File: src/rtl/refclk_guard_pkg.sv
package refclk_guard_pkg;

    localparam int NREF     = 2;
    localparam int ST_FAIL0 = 6;
    localparam int ST_FAIL1 = 5;
    localparam int ST_INUSE = 4;
    localparam int ST_HOLD  = 2;
    localparam int ST_W     = 8;
    localparam int NCLR     = 3;

    typedef struct packed {
        logic [NREF-1:0] fail;
        logic            sel;
        logic            hold;
    } guard_state_t;

    function automatic logic [NREF-1:0] pick_enables(input logic [NREF-1:0] ovr,
                                                     input logic [NREF-1:0] pins);
        return (ovr == '0) ? pins : ovr;
    endfunction

    function automatic logic [ST_W-1:0] pack_status(input guard_state_t s);
        logic [ST_W-1:0] b;
        b           = '0;
        b[ST_FAIL0] = s.fail[0];
        b[ST_FAIL1] = s.fail[1];
        b[ST_INUSE] = s.sel;
        b[ST_HOLD]  = s.hold;
        return b;
    endfunction

endpackage

File: src/rtl/refclk_guard_watch.sv
module refclk_guard_watch #(
    parameter int LOSS_CYC = 2
) (
    input  logic clk,
    input  logic rst,
    input  logic clr,
    input  logic smp,
    output logic dead
);
    localparam int CW = $clog2(LOSS_CYC + 1);
    localparam logic [CW-1:0] LIMIT = CW'(LOSS_CYC);

    logic          prev_q;
    logic [CW-1:0] miss_q;

    always_ff @(posedge clk) begin
        if (rst) prev_q <= 1'b0;
        else     prev_q <= smp;
    end

    always_ff @(posedge clk) begin
        if (rst || clr)          miss_q <= '0;
        else if (smp != prev_q)  miss_q <= '0;
        else if (miss_q != LIMIT) miss_q <= miss_q + 1'b1;
    end

    assign dead = (miss_q == LIMIT);
endmodule

File: src/rtl/refclk_guard_evt.sv
module refclk_guard_evt #(
    parameter int NSRC = 3
) (
    input  logic            clk,
    input  logic            rst,
    input  logic [NSRC-1:0] src,
    output logic            evt
);
    logic [NSRC-1:0] rise;

    for (genvar g = 0; g < NSRC; g++) begin : g_src
        logic last_q;
        always_ff @(posedge clk) begin
            last_q <= src[g];
        end
        assign rise[g] = src[g] & ~last_q & ~rst;
    end

    assign evt = |rise;
endmodule

File: src/rtl/refclk_guard_core.sv
module refclk_guard_core
    import refclk_guard_pkg::*;
(
    input  logic            clk,
    input  logic            rst,
    input  logic [NREF-1:0] dead,
    input  logic [NREF-1:0] en,
    input  logic            mon_off,
    input  logic            evt,
    input  logic            dflt,
    input  logic            revert,
    input  logic            hold_en,
    input  logic            hold_force,
    output guard_state_t    st
);
    guard_state_t    st_q;
    logic [NREF-1:0] f_n;
    logic [NREF-1:0] rec;
    logic            sel_n;
    logic            hold_n;
    logic            mon_act;

    assign mon_act = (en == '1) && !mon_off;

    always_comb begin
        f_n   = st_q.fail;
        sel_n = st_q.sel;
        rec   = '0;
        if (evt) begin
            f_n   = '0;
            sel_n = dflt;
        end else if (!mon_act) begin
            f_n = '0;
            if (en == 2'b01)      sel_n = 1'b0;
            else if (en == 2'b10) sel_n = 1'b1;
        end else begin
            for (int i = 0; i < NREF; i++) begin
                if (dead[i])     f_n[i] = 1'b1;
                else if (revert) f_n[i] = 1'b0;
            end
            rec = st_q.fail & ~f_n;
            if (rec == 2'b11)                      sel_n = dflt;
            else if (rec[0] && (!dflt || f_n[1]))  sel_n = 1'b0;
            else if (rec[1] && (dflt || f_n[0]))   sel_n = 1'b1;
            else if (f_n[st_q.sel] && !f_n[~st_q.sel]) sel_n = ~st_q.sel;
        end
        hold_n = hold_force | (hold_en & mon_act & (&f_n));
    end

    always_ff @(posedge clk) begin
        if (rst) begin
            st_q.fail <= '0;
            st_q.sel  <= dflt;
            st_q.hold <= 1'b0;
        end else begin
            st_q.fail <= f_n;
            st_q.sel  <= sel_n;
            st_q.hold <= hold_n;
        end
    end

    assign st = st_q;
endmodule

File: src/rtl/refclk_guard.sv
module refclk_guard
    import refclk_guard_pkg::*;
#(
    parameter int LOSS_CYC = 2
) (
    input  logic       clk,
    input  logic       rst,
    input  logic [1:0] ref_i,
    input  logic [1:0] pin_en_i,
    input  logic [1:0] en_ovr_i,
    input  logic       dflt_i,
    input  logic       revert_i,
    input  logic       hold_en_i,
    input  logic       hold_force_i,
    input  logic       mon_off_i,
    input  logic       sw_rst_i,
    input  logic       mon_rst_i,
    output logic       sel_o,
    output logic       irq_o,
    output logic [7:0] stat_o
);
    logic [NREF-1:0] dead;
    logic [NREF-1:0] en;
    logic            clr_evt;
    guard_state_t    st;

    refclk_guard_evt #(.NSRC(NCLR)) u_evt (
        .clk (clk),
        .rst (rst),
        .src ({mon_rst_i, sw_rst_i, mon_off_i}),
        .evt (clr_evt)
    );

    for (genvar g = 0; g < NREF; g++) begin : g_watch
        refclk_guard_watch #(.LOSS_CYC(LOSS_CYC)) u_watch (
            .clk  (clk),
            .rst  (rst),
            .clr  (clr_evt),
            .smp  (ref_i[g]),
            .dead (dead[g])
        );
    end

    assign en = pick_enables(en_ovr_i, pin_en_i);

    refclk_guard_core u_core (
        .clk        (clk),
        .rst        (rst),
        .dead       (dead),
        .en         (en),
        .mon_off    (mon_off_i),
        .evt        (clr_evt),
        .dflt       (dflt_i),
        .revert     (revert_i),
        .hold_en    (hold_en_i),
        .hold_force (hold_force_i),
        .st         (st)
    );

    assign sel_o  = st.sel;
    assign irq_o  = |st.fail;
    assign stat_o = pack_status(st);
endmodule

File: config.mk
export PLATFORM = sky130hd
export DESIGN_NAME = refclk_guard
export DESIGN_NICKNAME = d
export VERILOG_FILES = /design/src/rtl/refclk_guard_pkg.sv /design/src/rtl/refclk_guard_watch.sv /design/src/rtl/refclk_guard_evt.sv /design/src/rtl/refclk_guard_core.sv /design/src/rtl/refclk_guard.sv
export SDC_FILE = /design/constraint.sdc
export NUM_CORES = 1
export LEC_CHECK = 0
export BUFFER_PORTS_ARGS = -buffer_cell sky130_fd_sc_hd__clkbuf_2
export CAP_MARGIN = 30
export CORE_MARGIN = 2
export CORE_UTILIZATION = 43
export DETAILED_ROUTE_END_ITERATION = 6
export PLACE_DENSITY = 0.73
export SLEW_MARGIN = 15
export SYNTH_ARGS = -nofsm -noshare
export SYNTH_HDL_FRONTEND = slang
export SYNTH_SLANG_ARGS = --single-unit
export TNS_END_PERCENT = 1
File: constraint.sdc
create_clock -name clk -period 1.55 [get_ports clk]
set_input_delay 0.3875 -clock clk [delete_from_list [all_inputs] [get_ports clk]]
set_output_delay 0.3875 -clock clk [all_outputs]
set_load 0.02 [all_outputs]
==> summary.md <==
| Metric | Value |
|---|---|
| CTS max path bufs | `2` |
| HPWL Detailed | `1110 um` |
| Status | `complete, no violations` |
| CTS buffer count | `3` |
| Top area cells in the synthesized netlist | `dfxtp_1, ha_1, buf_4, inv_1, nor2_1` |
| Required time of the worst setup path | `about 1.5 ns` |
| FF+latch count, synth | `13` |
| Gate Count Post-Synth | `between 80 and 90` |
| CTS H-tree lvls | `1` |
| Starting Density | `between 40 and 50%` |
| Worst setup EP type | `flop` |
| Slowest Stage Delay on Critical Path | `approximately 0.35 ns` |
| Pre-CTS setup slack | `-0.145 ns` |
| Final setup violation count | `0` |
| Critical path data arrival time | `approximately 1.5 ns` |
| Cell variety after synth | `33` |
| Total GRT Usage | `15.7%` |
| Via/cell ratio | `4.89` |
| YS warnings | `0` |
| CTS tree | `done` |
| Commonest cells post-synth | `dfxtp_1, inv_1, nor2_1` |
| Final Critical Period | `1.48 ns` |
| Drt total wl | `1450 um` |
| Async SR Flop Fraction | `0%` |
| FP Rows | `14` |
| Family with the most delay on the worst path | `compound AO/OA/AOI/OAI gates` |
| Setup slack, reg-to-reg | `roughly 0.074 ns` |
| Buf/Inv on CP | `2` |
| # clock sinks | `13` |
| Smallest setup slack after layout | `0.0736 ns` |
| Die height | `45.2 um` |
| Drt first pass iters | `4` |
| Fillers | `136` |
| Crit-path slowest cell | `a2111oi_4` |
| Cell taking the most area after synthesis | `dfxtp_1` |
| GP Congestion | `0.804` |
| Vias | `645` |
| Synth Flop Type | `dfxtp_1` |
| Worst hold path type | `in2reg` |
| Vias in the first global route | `596` |
| Post-Syn Area | `roughly 730 um2` |
| Share of the synthesized area in the top cell type | `33.0%` |
| Peak VDD IR | `roughly 560 uV` |
| Initial antenna violation count | `0` |
| Fraction of layout cells with a size suffix above 1 | `between 40% and 50%` |
| I/O pins | `25` |
| Crit share post-route | `95.2%` |
| CTS Root Cell | `clkbuf_4` |
| Clk Latency, worst-skew pair | `0.28 ns` |
| First-pass GRT wire length | `between 2000 and 2500 um` |
| Port Buffers | `20` |
| Die ar. | `0.00204 mm2` |
| Setup TNS | `0 ns` |
| Layout Utilization | `65.3%` |
| Crit start category | `flop` |
| RSZ-0062 raised after global routing | `yes` |
| EDFF count, synth | `1` |
| NumNets Final | `roughly 140` |
| Count leader, synth | `dfxtp_1` |
| Hold Fails Final Rpt | `0` |
| Cell chain of the critical path | `inv_1, ha_4, inv_4, a2111oi_4, nor4b_2, o21ai_1` |
| Max-cap violation count | `0` |
| Crit path kind | `reg2reg` |
| Avg Cell Area, Syn | `8.88 um2` |
| Clock Skew | `0.00240 ns` |
| Final ANT Viol Nets | `0` |
| Layout area overhead | `38.1%` |
| Fin. max-slew vios | `0` |
| DR iter-0 viols | `2` |
| Die width | `45.2 um` |
| PD cells | `708 mW/mm2` |
| WL/cell | `11.0 um` |
| Critical path peak fanout | `4` |
| Sequential share of the synthesized area | `37.1%` |
| Antenna Cells | `0` |
| Clock transition at path regs | `0.08 ns` |
| DRC violations left | `0` |
| Leakage power | `0.000472 uW` |
| Final hold slack | `approximately 0.22 ns` |
| Largest net degree at the start of global routing | `8` |
| Max Freq | `between 600 and 700 MHz` |
| Core Area | `0.00154 mm2` |
| Hold buffers post-CTS | `0` |
| GR Overflow Total | `0` |
worst register-to-register path: cells and delay by family (launching register included):
kind                     cells  cell delay [ns]
AO/OA/AOI/OAI                2             0.48
flip-flops                   1             0.32
adder cells (fa/ha/maj)      1             0.17
buffers and inverters        2             0.13
AND/OR/NAND/NOR              1             0.08
per-stage QoR:
step / instances / total power [uW] / area [um2]
finish: 132 / 713 / 1010
global route: 132 / 754 / 1010
CTS: 131 / 717 / 966
detailed placement: 124 / 499 / 901
global placement: 124 / 496 / 901
floorplan: 85 / 458 / 756
sequential cells by signal, summed over array words and instances, names as in the netlist:
| signal | count |
|---|---|
| g_watch.u_watch.miss_q | 4 |
| u_core.st | 4 |
| g_watch.u_watch.prev_q | 2 |
| u_evt.g_src.last_q | 3 |
logic make-up after synthesis:
| group | Yosys count | synth area share [%] |
|---|---|---|
| DFF | 13 | 37.1 |
| and+or+nand+nor | 27 | 20.6 |
| xor gates and xnor gates | 4 | 4.81 |
| muxes | 1 | 1.37 |
| other | 1 | 0.515 |
| buffers and inverters | 16 | 11.0 |
| AOI/OAI and AO/OA | 16 | 17.7 |
| adders and majority gates | 4 | 6.87 |
per-layer routing:
metal / global-route usage [%] / share of wire [%]
met5: 0 / 0
met4: 9.41 / 1.7
met3: 4.40 / 5.3
met2: 26.3 / 49
met1: 17.5 / 44
path summary, 6_finish.rpt:
| check | start | endpoint | depth (start not counted) |
|---|---|---|---|
| worst max-delay path | g_watch[1].u_watch.miss_q[0] | u_core.st[1] | 6 |
| worst min-delay path | sw_rst_i | u_evt.g_src[1].last_q | 1 |
| worst max register to register | g_watch[1].u_watch.miss_q[0] | u_core.st[1] | 6 |
| worst min register to register | g_watch[1].u_watch.prev_q | g_watch[1].u_watch.miss_q[0] | 3 |
layout make-up:
cell class / count / area [um2] / share of cell area [%]
multi-input combinational: 56 / 444 / 44.2
sequential: 13 / 274 / 27.2
timing repair buffer: 34 / 205 / 20.4
inverter: 9 / 36.3 / 3.61
clock buffer: 4 / 26.3 / 2.61
tap: 16 / 20.0 / 1.99
repair_timing:
action	in CTS	in global routing
resized for setup	6	6
setup endpoints to repair	1	1
cloned	0	0
buffers inserted	3	1
pin swaps	6	5
power breakdown:
group	internal, uW	switching (uW)	leakage (uW)
registers	354	8.38	0.000110
logic	66.3	73.4	0.000346
clock network	99.9	110	0.0000150
total	521	192	0.000472
cells in the final DEF, fill, tap and decap left out, drive strengths merged, types with 2 or more instances in the layout:
master   count
a21oi        3
xnor2        2
or2          2
inv          9
xor2         2
buf         14
nand2b       2
conb         4
o21ai        4
nand2        4
nor2b        6
clkbuf      24
nor2         9
ha           4
a2111oi      2
dfxtp       12
Power figures use the tool's default switching activity.
